$ cat src/rtl/clk_chan_div_pkg.sv
package clk_chan_div_pkg;

    localparam int CNT_W  = 4;
    localparam int DATA_W = 8;
    localparam int ADDR_W = 2;

    localparam logic [ADDR_W-1:0] REG_LEN = 2'd0;
    localparam logic [ADDR_W-1:0] REG_CTL = 2'd1;
    localparam logic [ADDR_W-1:0] REG_OFF = 2'd2;

    typedef logic [CNT_W-1:0] cnt_t;

    typedef enum logic {
        ST_RUN  = 1'b0,
        ST_WAIT = 1'b1
    } phase_st_t;

    typedef enum logic [1:0] {
        SRC_EXT  = 2'b00,
        SRC_DIV  = 2'b01,
        SRC_OSC  = 2'b10,
        SRC_DIV2 = 2'b11
    } src_sel_t;

    typedef struct packed {
        cnt_t hi_m1;
        cnt_t lo_m1;
        cnt_t off;
        logic start_high;
        logic nosync;
        logic bypass;
        logic force_en;
        logic force_lvl;
        logic direct_en;
    } chan_cfg_t;

    function automatic chan_cfg_t apply_ctl(chan_cfg_t c, logic [DATA_W-1:0] d);
        chan_cfg_t r;
        r            = c;
        r.start_high = d[0];
        r.nosync     = d[1];
        r.bypass     = d[2];
        r.force_en   = d[3];
        r.force_lvl  = d[4];
        r.direct_en  = d[5];
        return r;
    endfunction

    function automatic logic direct_valid(logic en, logic [1:0] sel);
        return en && (sel == SRC_OSC || sel == SRC_EXT);
    endfunction

endpackage

$ cat src/rtl/clk_chan_cfg.sv
module clk_chan_cfg
    import clk_chan_div_pkg::*;
#(
    parameter int AW = ADDR_W,
    parameter int DW = DATA_W,
    parameter int CW = CNT_W
) (
    input  logic          clk,
    input  logic          rst,
    input  logic          we,
    input  logic [AW-1:0] addr,
    input  logic [DW-1:0] wdata,
    output chan_cfg_t     cfg_o
);
    chan_cfg_t cfg_q;

    always_ff @(posedge clk) begin
        if (rst) begin
            cfg_q <= '0;
        end else if (we) begin
            case (addr)
                REG_LEN: begin
                    cfg_q.hi_m1 <= wdata[CW-1:0];
                    cfg_q.lo_m1 <= wdata[2*CW-1:CW];
                end
                REG_CTL: cfg_q <= apply_ctl(cfg_q, wdata);
                REG_OFF: cfg_q.off <= wdata[CW-1:0];
                default: cfg_q <= cfg_q;
            endcase
        end
    end

    assign cfg_o = cfg_q;
endmodule

$ cat src/rtl/clk_chan_phase.sv
module clk_chan_phase
    import clk_chan_div_pkg::*;
#(
    parameter int CW = CNT_W
) (
    input  logic      clk,
    input  logic      rst,
    input  logic      restart_i,
    input  chan_cfg_t cfg_i,
    output logic      div_o,
    output phase_st_t st_o
);
    logic      out_q;
    phase_st_t st_q;
    cnt_t      cnt_q;
    cnt_t      act_hi, act_lo, act_off;
    cnt_t      cur_len;
    logic      wait_done;

    assign cur_len   = out_q ? act_hi : act_lo;
    assign wait_done = ({1'b0, cnt_q} + {{CW{1'b0}}, 1'b1}) == {1'b0, act_off};

    always_ff @(posedge clk) begin
        if (rst) begin
            out_q   <= 1'b0;
            st_q    <= ST_RUN;
            cnt_q   <= '0;
            act_hi  <= '0;
            act_lo  <= '0;
            act_off <= '0;
        end else if (restart_i) begin
            out_q   <= cfg_i.start_high;
            cnt_q   <= '0;
            act_hi  <= cfg_i.hi_m1;
            act_lo  <= cfg_i.lo_m1;
            act_off <= cfg_i.off;
            st_q    <= (cfg_i.off == '0) ? ST_RUN : ST_WAIT;
        end else if (st_q == ST_WAIT) begin
            if (wait_done) begin
                st_q  <= ST_RUN;
                cnt_q <= '0;
            end else begin
                cnt_q <= cnt_q + 1'b1;
            end
        end else begin
            if (cnt_q == cur_len) begin
                out_q  <= ~out_q;
                cnt_q  <= '0;
                act_hi <= cfg_i.hi_m1;
                act_lo <= cfg_i.lo_m1;
            end else begin
                cnt_q <= cnt_q + 1'b1;
            end
        end
    end

    assign div_o = out_q;
    assign st_o  = st_q;

    // the phase counter never runs past the active phase length
    assert_cnt_bound_R2: assert property (@(posedge clk) disable iff (rst)
        (st_q == ST_RUN) |-> (cnt_q <= cur_len));

    // no output edge is produced before the active phase is complete
    assert_no_runt_R9: assert property (@(posedge clk) disable iff (rst)
        (!restart_i && st_q == ST_RUN && cnt_q != cur_len) |=> $stable(out_q));

    // the output stays at the start level through the offset wait
    assert_offset_hold_R6: assert property (@(posedge clk) disable iff (rst)
        (st_q == ST_WAIT && !restart_i) |=> $stable(out_q));
endmodule

$ cat src/rtl/clk_chan_outsel.sv
module clk_chan_outsel
    import clk_chan_div_pkg::*;
(
    input  logic       clk_i,
    input  logic       div_i,
    input  chan_cfg_t  cfg_i,
    input  logic [1:0] sel_i,
    input  logic       src_osc_i,
    input  logic       src_ext_i,
    output logic       out_o
);
    logic direct_hit;

    assign direct_hit = direct_valid(cfg_i.direct_en, sel_i);

    always_comb begin
        if (direct_hit) begin
            out_o = (sel_i == SRC_OSC) ? src_osc_i : src_ext_i;
        end else if (cfg_i.bypass) begin
            out_o = clk_i;
        end else if (cfg_i.nosync && cfg_i.force_en) begin
            out_o = cfg_i.force_lvl;
        end else begin
            out_o = div_i;
        end
    end
endmodule

$ cat src/rtl/clk_chan_div.sv
module clk_chan_div
    import clk_chan_div_pkg::*;
#(
    parameter int AW = ADDR_W,
    parameter int DW = DATA_W,
    parameter int CW = CNT_W
) (
    input  logic          clk,
    input  logic          rst,
    input  logic          sync_i,
    input  logic          cfg_we,
    input  logic [AW-1:0] cfg_addr,
    input  logic [DW-1:0] cfg_wdata,
    input  logic [1:0]    direct_sel,
    input  logic          src_osc,
    input  logic          src_ext,
    output logic          clk_out
);
    chan_cfg_t cfg_w;
    logic      restart_w;
    logic      div_w;
    phase_st_t st_w;

    clk_chan_cfg #(.AW(AW), .DW(DW), .CW(CW)) u_cfg (
        .clk   (clk),
        .rst   (rst),
        .we    (cfg_we),
        .addr  (cfg_addr),
        .wdata (cfg_wdata),
        .cfg_o (cfg_w)
    );

    assign restart_w = (sync_i && !cfg_w.nosync) || cfg_w.bypass;

    clk_chan_phase #(.CW(CW)) u_phase (
        .clk       (clk),
        .rst       (rst),
        .restart_i (restart_w),
        .cfg_i     (cfg_w),
        .div_o     (div_w),
        .st_o      (st_w)
    );

    clk_chan_outsel u_outsel (
        .clk_i     (clk),
        .div_i     (div_w),
        .cfg_i     (cfg_w),
        .sel_i     (direct_sel),
        .src_osc_i (src_osc),
        .src_ext_i (src_ext),
        .out_o     (clk_out)
    );

    // a SYNC the channel obeys puts the start level on the divider
    assert_sync_hold_R5: assert property (@(posedge clk) disable iff (rst)
        (sync_i && !cfg_w.nosync && !cfg_w.bypass) |=> (div_w == $past(cfg_w.start_high)));

    // the counter stays idle for as long as bypass is held
    assert_bypass_idle_R3: assert property (@(posedge clk) disable iff (rst)
        (cfg_w.bypass && $past(cfg_w.bypass) && $stable(cfg_w.start_high)) |=> $stable(div_w));

    // force with sync-ignore parks the output at the forced level
    assert_force_level_R7: assert property (@(posedge clk) disable iff (rst)
        (cfg_w.nosync && cfg_w.force_en && !cfg_w.bypass && !cfg_w.direct_en)
            |-> (clk_out == cfg_w.force_lvl));

    // the output is low on the cycle after a reset edge
    assert_reset_low_R1: assert property (@(posedge clk)
        rst |=> !clk_out || cfg_w.bypass);
endmodule

$ cat config.mk
export PLATFORM = sky130hd
export DESIGN_NAME = clk_chan_div
export DESIGN_NICKNAME = d
export VERILOG_FILES = /design/src/rtl/clk_chan_div_pkg.sv /design/src/rtl/clk_chan_cfg.sv /design/src/rtl/clk_chan_phase.sv /design/src/rtl/clk_chan_outsel.sv /design/src/rtl/clk_chan_div.sv
export SDC_FILE = /design/constraint.sdc
export NUM_CORES = 1
export LEC_CHECK = 0
export BUFFER_PORTS_ARGS = -buffer_cell sky130_fd_sc_hd__buf_2
export CORE_MARGIN = 2
export CORE_UTILIZATION = 24
export DETAILED_ROUTE_END_ITERATION = 12
export GPL_TIMING_DRIVEN = 0
export PLACE_DENSITY = 0.42
export SLEW_MARGIN = 20
export SYNTH_ARGS = -nofsm -noshare
export SYNTH_HDL_FRONTEND = slang
export SYNTH_HIERARCHICAL = 1
export SYNTH_SLANG_ARGS = --single-unit
$ cat constraint.sdc
create_clock -name clk -period 4.1 [get_ports clk]
set_input_delay 0.205 -clock clk [delete_from_list [all_inputs] [get_ports clk]]
set_output_delay 0.205 -clock clk [all_outputs]
set_load 0.02 [all_outputs]
==> flow_summary.toml <==
[synth]
synth_simple_gate_area_share_pct = 20.3
ys.warnings.count = 6
synth_area_mm2 = 0.00173
synth.top_cell.area_share_pct = 41.6
syn_avg_cell_area_um2 = 9.97
post_synthesis_net_count = 193
synth_cells = 174
synth-adder-area-share_pct = 0.722
ys_top_cells_by_area = "sky130_fd_sc_hd__dfxtp_1, sky130_fd_sc_hd__mux2i_1, sky130_fd_sc_hd__nand2b_1, sky130_fd_sc_hd__nand2_1, sky130_fd_sc_hd__xor2_1"
synth-seq-cells = 36
synth_top_cell_by_area = "sky130_fd_sc_hd__dfxtp_1"
compound_gate_fraction_of_synth_area_pct = 8.01
muxShareOfSynthArea_pct = 21.1
synth-seq-area-share_pct = 41.6
yosysUniqueCellTypes = 36
synthXorXnorAreaFrac_pct = 5.05
largest_family_of_logic_cells_by_synthesized_area = "multiplexers"

[worst_setup_path]
timing.setup.critical_path_class = "clock port to output pin"
worstPathArrival_ns = 2.68
worst_path_largest_cell_delay_ns = 0.16
required_ns = 3.89
critPathMaxFanout = 2
r2r_end = "u_phase/act_lo[1]"
critical_path_top_delay_cell = "sky130_fd_sc_hd__buf_2"
cp_common_cell = "sky130_fd_sc_hd__clkbuf_8"
crit_path_cell_trace = "clkbuf_8 -> clkbuf_8 -> o21ai_0 -> o22ai_1 -> buf_2"
critPathCaptureType = "output pin"
crit_path_start_kind = "clock port"
reg2reg_slack_ns = 2.17
worstReg2RegStart = "u_phase/div_o"
rr_worst_depth = 5

[floorplanning]
floorplan.initialDensity_pct = 25.1
width_of_the_die_um = 89.0
num_rows = 30
design.core.area_mm2 = 0.00691
die-area_mm2 = 0.00792
num_io_pins = 19
overall_die_height_um = 89.0

[grt]
global_route.overflow_total = 0
grt_first_pass_wirelength_um = 6430
global_route.usage.total_pct = 10.8
grt_start_max_net_pins = 15
number_of_global_route_vias_before_repair = 1315
antenna_found_initial = 0

[placed_design]
pre_cts_ws_ns = 1.48
dp_hpwl_um = 2770
gp_congestion = 0.689
placedCellCount = 288
place.port_buffers = 18

[route]
routed_wl_um = 3720
dr.first_iter.drc_count = 56
dr.pass1.iters = 4
vias_per_cell = 4.13
dr_total_vias = 1236
remaining_drc_errors = 0
detail-route-antenna-nets = 0
avgRoutedWirePerCell_um = 12.4

[power]
power.density_cell_area_mw_per_mm2 = 381
power.ir.vdd_worst_mv = 0.165
leakage_component_of_the_power_nw = 0.827
p_total_w = 0.000791

[job]
cap_viol_max_count = 0

[sta]
rsz0062_at_grt = "no"
maxSlewViolCount = 0
setup_total_negative_slack_ns = 0
setup-violations-final = 0
finalClockSkew_ns = 0.00228
tightest_slew_ns = 0.646
post-route-worst-setup-slack_ns = 1.22
relSlewSlack_pct = 56.9
hold_viol = 0

[hold_path]
holdCritStartpoint = "cfg_wdata[6]"
hold_class = "input port to flip-flop"
holdPathStages = 3
hold_end = "u_cfg/cfg_o[12]"

[cts]
path_clk_slew_ns = 0.07
insertion_delay_ns = 0.38
cts_setup_buffers = 0
cts_repair_resize_count = 0
tritoncts_clock_tree = "yes"
cts-hold-fix-buffers = 0

[cells_and_area]
antenna_cells = 0
stdcell_count = 299
final_layout_size_suffix_gt1_share_pct = 17.7
fillerInstances = 767
nNetsFinal = 221
area_delta_synth_final_pct = 19.8

[status]
outcome = "finished clean"
## stage by stage
step           hold WS (ns)  area, um^2  utilization [%]
6_report             0.0781        2080             30.1
5_1_grt              0.0636        2080             30.1
4_1_cts              0.0677        2080             30.1
3_5_place_dp          0.454        1940             28.2
3_3_place_gp          0.447        1940             28.2
2_1_floorplan         0.274        1730                -
## cells in the mapped netlist
| cell | number |
|---|---|
| sky130_fd_sc_hd__o41ai_2 | 1 |
| sky130_fd_sc_hd__nand2_1 | 17 |
| sky130_fd_sc_hd__o311ai_0 | 1 |
| sky130_fd_sc_hd__clkinv_1 | 1 |
| sky130_fd_sc_hd__ha_1 | 1 |
| sky130_fd_sc_hd__buf_6 | 1 |
| sky130_fd_sc_hd__a311oi_1 | 1 |
| sky130_fd_sc_hd__a21oi_1 | 1 |
| sky130_fd_sc_hd__inv_1 | 5 |
| sky130_fd_sc_hd__o21a_1 | 1 |
| sky130_fd_sc_hd__a21o_1 | 1 |
| sky130_fd_sc_hd__or2_2 | 1 |
| sky130_fd_sc_hd__xnor2_1 | 4 |
| sky130_fd_sc_hd__nand4_1 | 1 |
| sky130_fd_sc_hd__o211a_1 | 1 |
| sky130_fd_sc_hd__a21boi_1 | 1 |
| sky130_fd_sc_hd__nand3b_1 | 1 |
| sky130_fd_sc_hd__mux2i_1 | 35 |
| sky130_fd_sc_hd__buf_2 | 1 |
| sky130_fd_sc_hd__nor3b_2 | 1 |
| sky130_fd_sc_hd__and3b_1 | 2 |
| sky130_fd_sc_hd__a41o_1 | 2 |
| sky130_fd_sc_hd__or3b_1 | 1 |
| sky130_fd_sc_hd__dfxtp_1 | 36 |
| sky130_fd_sc_hd__o22ai_1 | 1 |
| sky130_fd_sc_hd__nor2b_1 | 1 |
| sky130_fd_sc_hd__nor2_1 | 5 |
| sky130_fd_sc_hd__a41oi_4 | 1 |
| sky130_fd_sc_hd__nand2b_1 | 27 |
| sky130_fd_sc_hd__o41ai_1 | 1 |
| sky130_fd_sc_hd__nand3_1 | 3 |
| sky130_fd_sc_hd__clkbuf_1 | 5 |
| sky130_fd_sc_hd__o21ai_0 | 1 |
| sky130_fd_sc_hd__mux2_4 | 1 |
| sky130_fd_sc_hd__nor3_1 | 4 |
| sky130_fd_sc_hd__xor2_1 | 6 |
## cell usage in the layout (no fill, tap or decap), types with 5 or more instances in the layout
cell type | synthesis | routed
sky130_fd_sc_hd__clkbuf_1 | 5 | 5
sky130_fd_sc_hd__xor2_1 | 6 | 6
sky130_fd_sc_hd__buf_2 | 1 | 19
sky130_fd_sc_hd__nand2_1 | 17 | 17
sky130_fd_sc_hd__clkbuf_8 | 0 | 9
sky130_fd_sc_hd__dfxtp_1 | 36 | 36
sky130_fd_sc_hd__nor2_1 | 5 | 5
sky130_fd_sc_hd__mux2i_1 | 35 | 35
sky130_fd_sc_hd__nand2b_1 | 27 | 27
sky130_fd_sc_hd__inv_1 | 5 | 5
## cell type report
| cell class | count | area (um^2) | area share [%] |
|---|---|---|---|
| clock buffer | 10 | 129 | 6.20 |
| sequential | 36 | 721 | 34.7 |
| multi-input combinational | 125 | 956 | 46.0 |
| clock inverter | 2 | 10.0 | 0.482 |
| timing repair buffer | 17 | 85.1 | 4.09 |
| buffer | 7 | 35.0 | 1.69 |
| inverter | 6 | 22.5 | 1.08 |
| tap | 96 | 120 | 5.78 |
## critical path, delay by kind of cell
kind | cells | cell delay, ns
buffers and inverters | 3 | 0.38
AOI/OAI and AO/OA | 2 | 0.24
## metal layers
layer / part of all wire (%) / GRT usage [%] / vias up
met2: 44 / 16.6 / 22
met3: 3.0 / 2.59 / 5
li1: - / - / 653
met5: 0 / 0 / -
met4: 2.1 / 5.83 / 0
met1: 51 / 13.9 / 556
## power by group
part | switching, W | internal, W
sequential | 0.00000901 | 0.000361
combinational | 0.0000440 | 0.0000422
clock | 0.000137 | 0.000198
## registers in the layout (all words and copies together) (netlist names)
register and count:
u_phase/act_hi 4, u_phase/cnt_q 4, u_phase/div_o 1, u_phase/act_off 4, u_cfg/cfg_o 18, u_phase/st_o 1, u_phase/act_lo 4
## worst max path at each step
stage | startpoint | to | slack (ns)
final | clk | clk_out | 1.22
after global routing | clk | clk_out | 1.14
after CTS | clk | clk_out | 1.21
after detailed placement | clk | clk_out | 1.48
after global placement | clk | clk_out | 1.47
after floorplan | clk | clk_out | 1.53
## cell families (layout without fill, tap and decap cells)
group	after synthesis	after routing
simple gates	64	64
mux	36	36
flops	36	36
compound gates	14	14
buf+inv	13	42
xor+xnor	10	10
fa+ha+maj	1	1
Power figures use the tool's default switching activity.
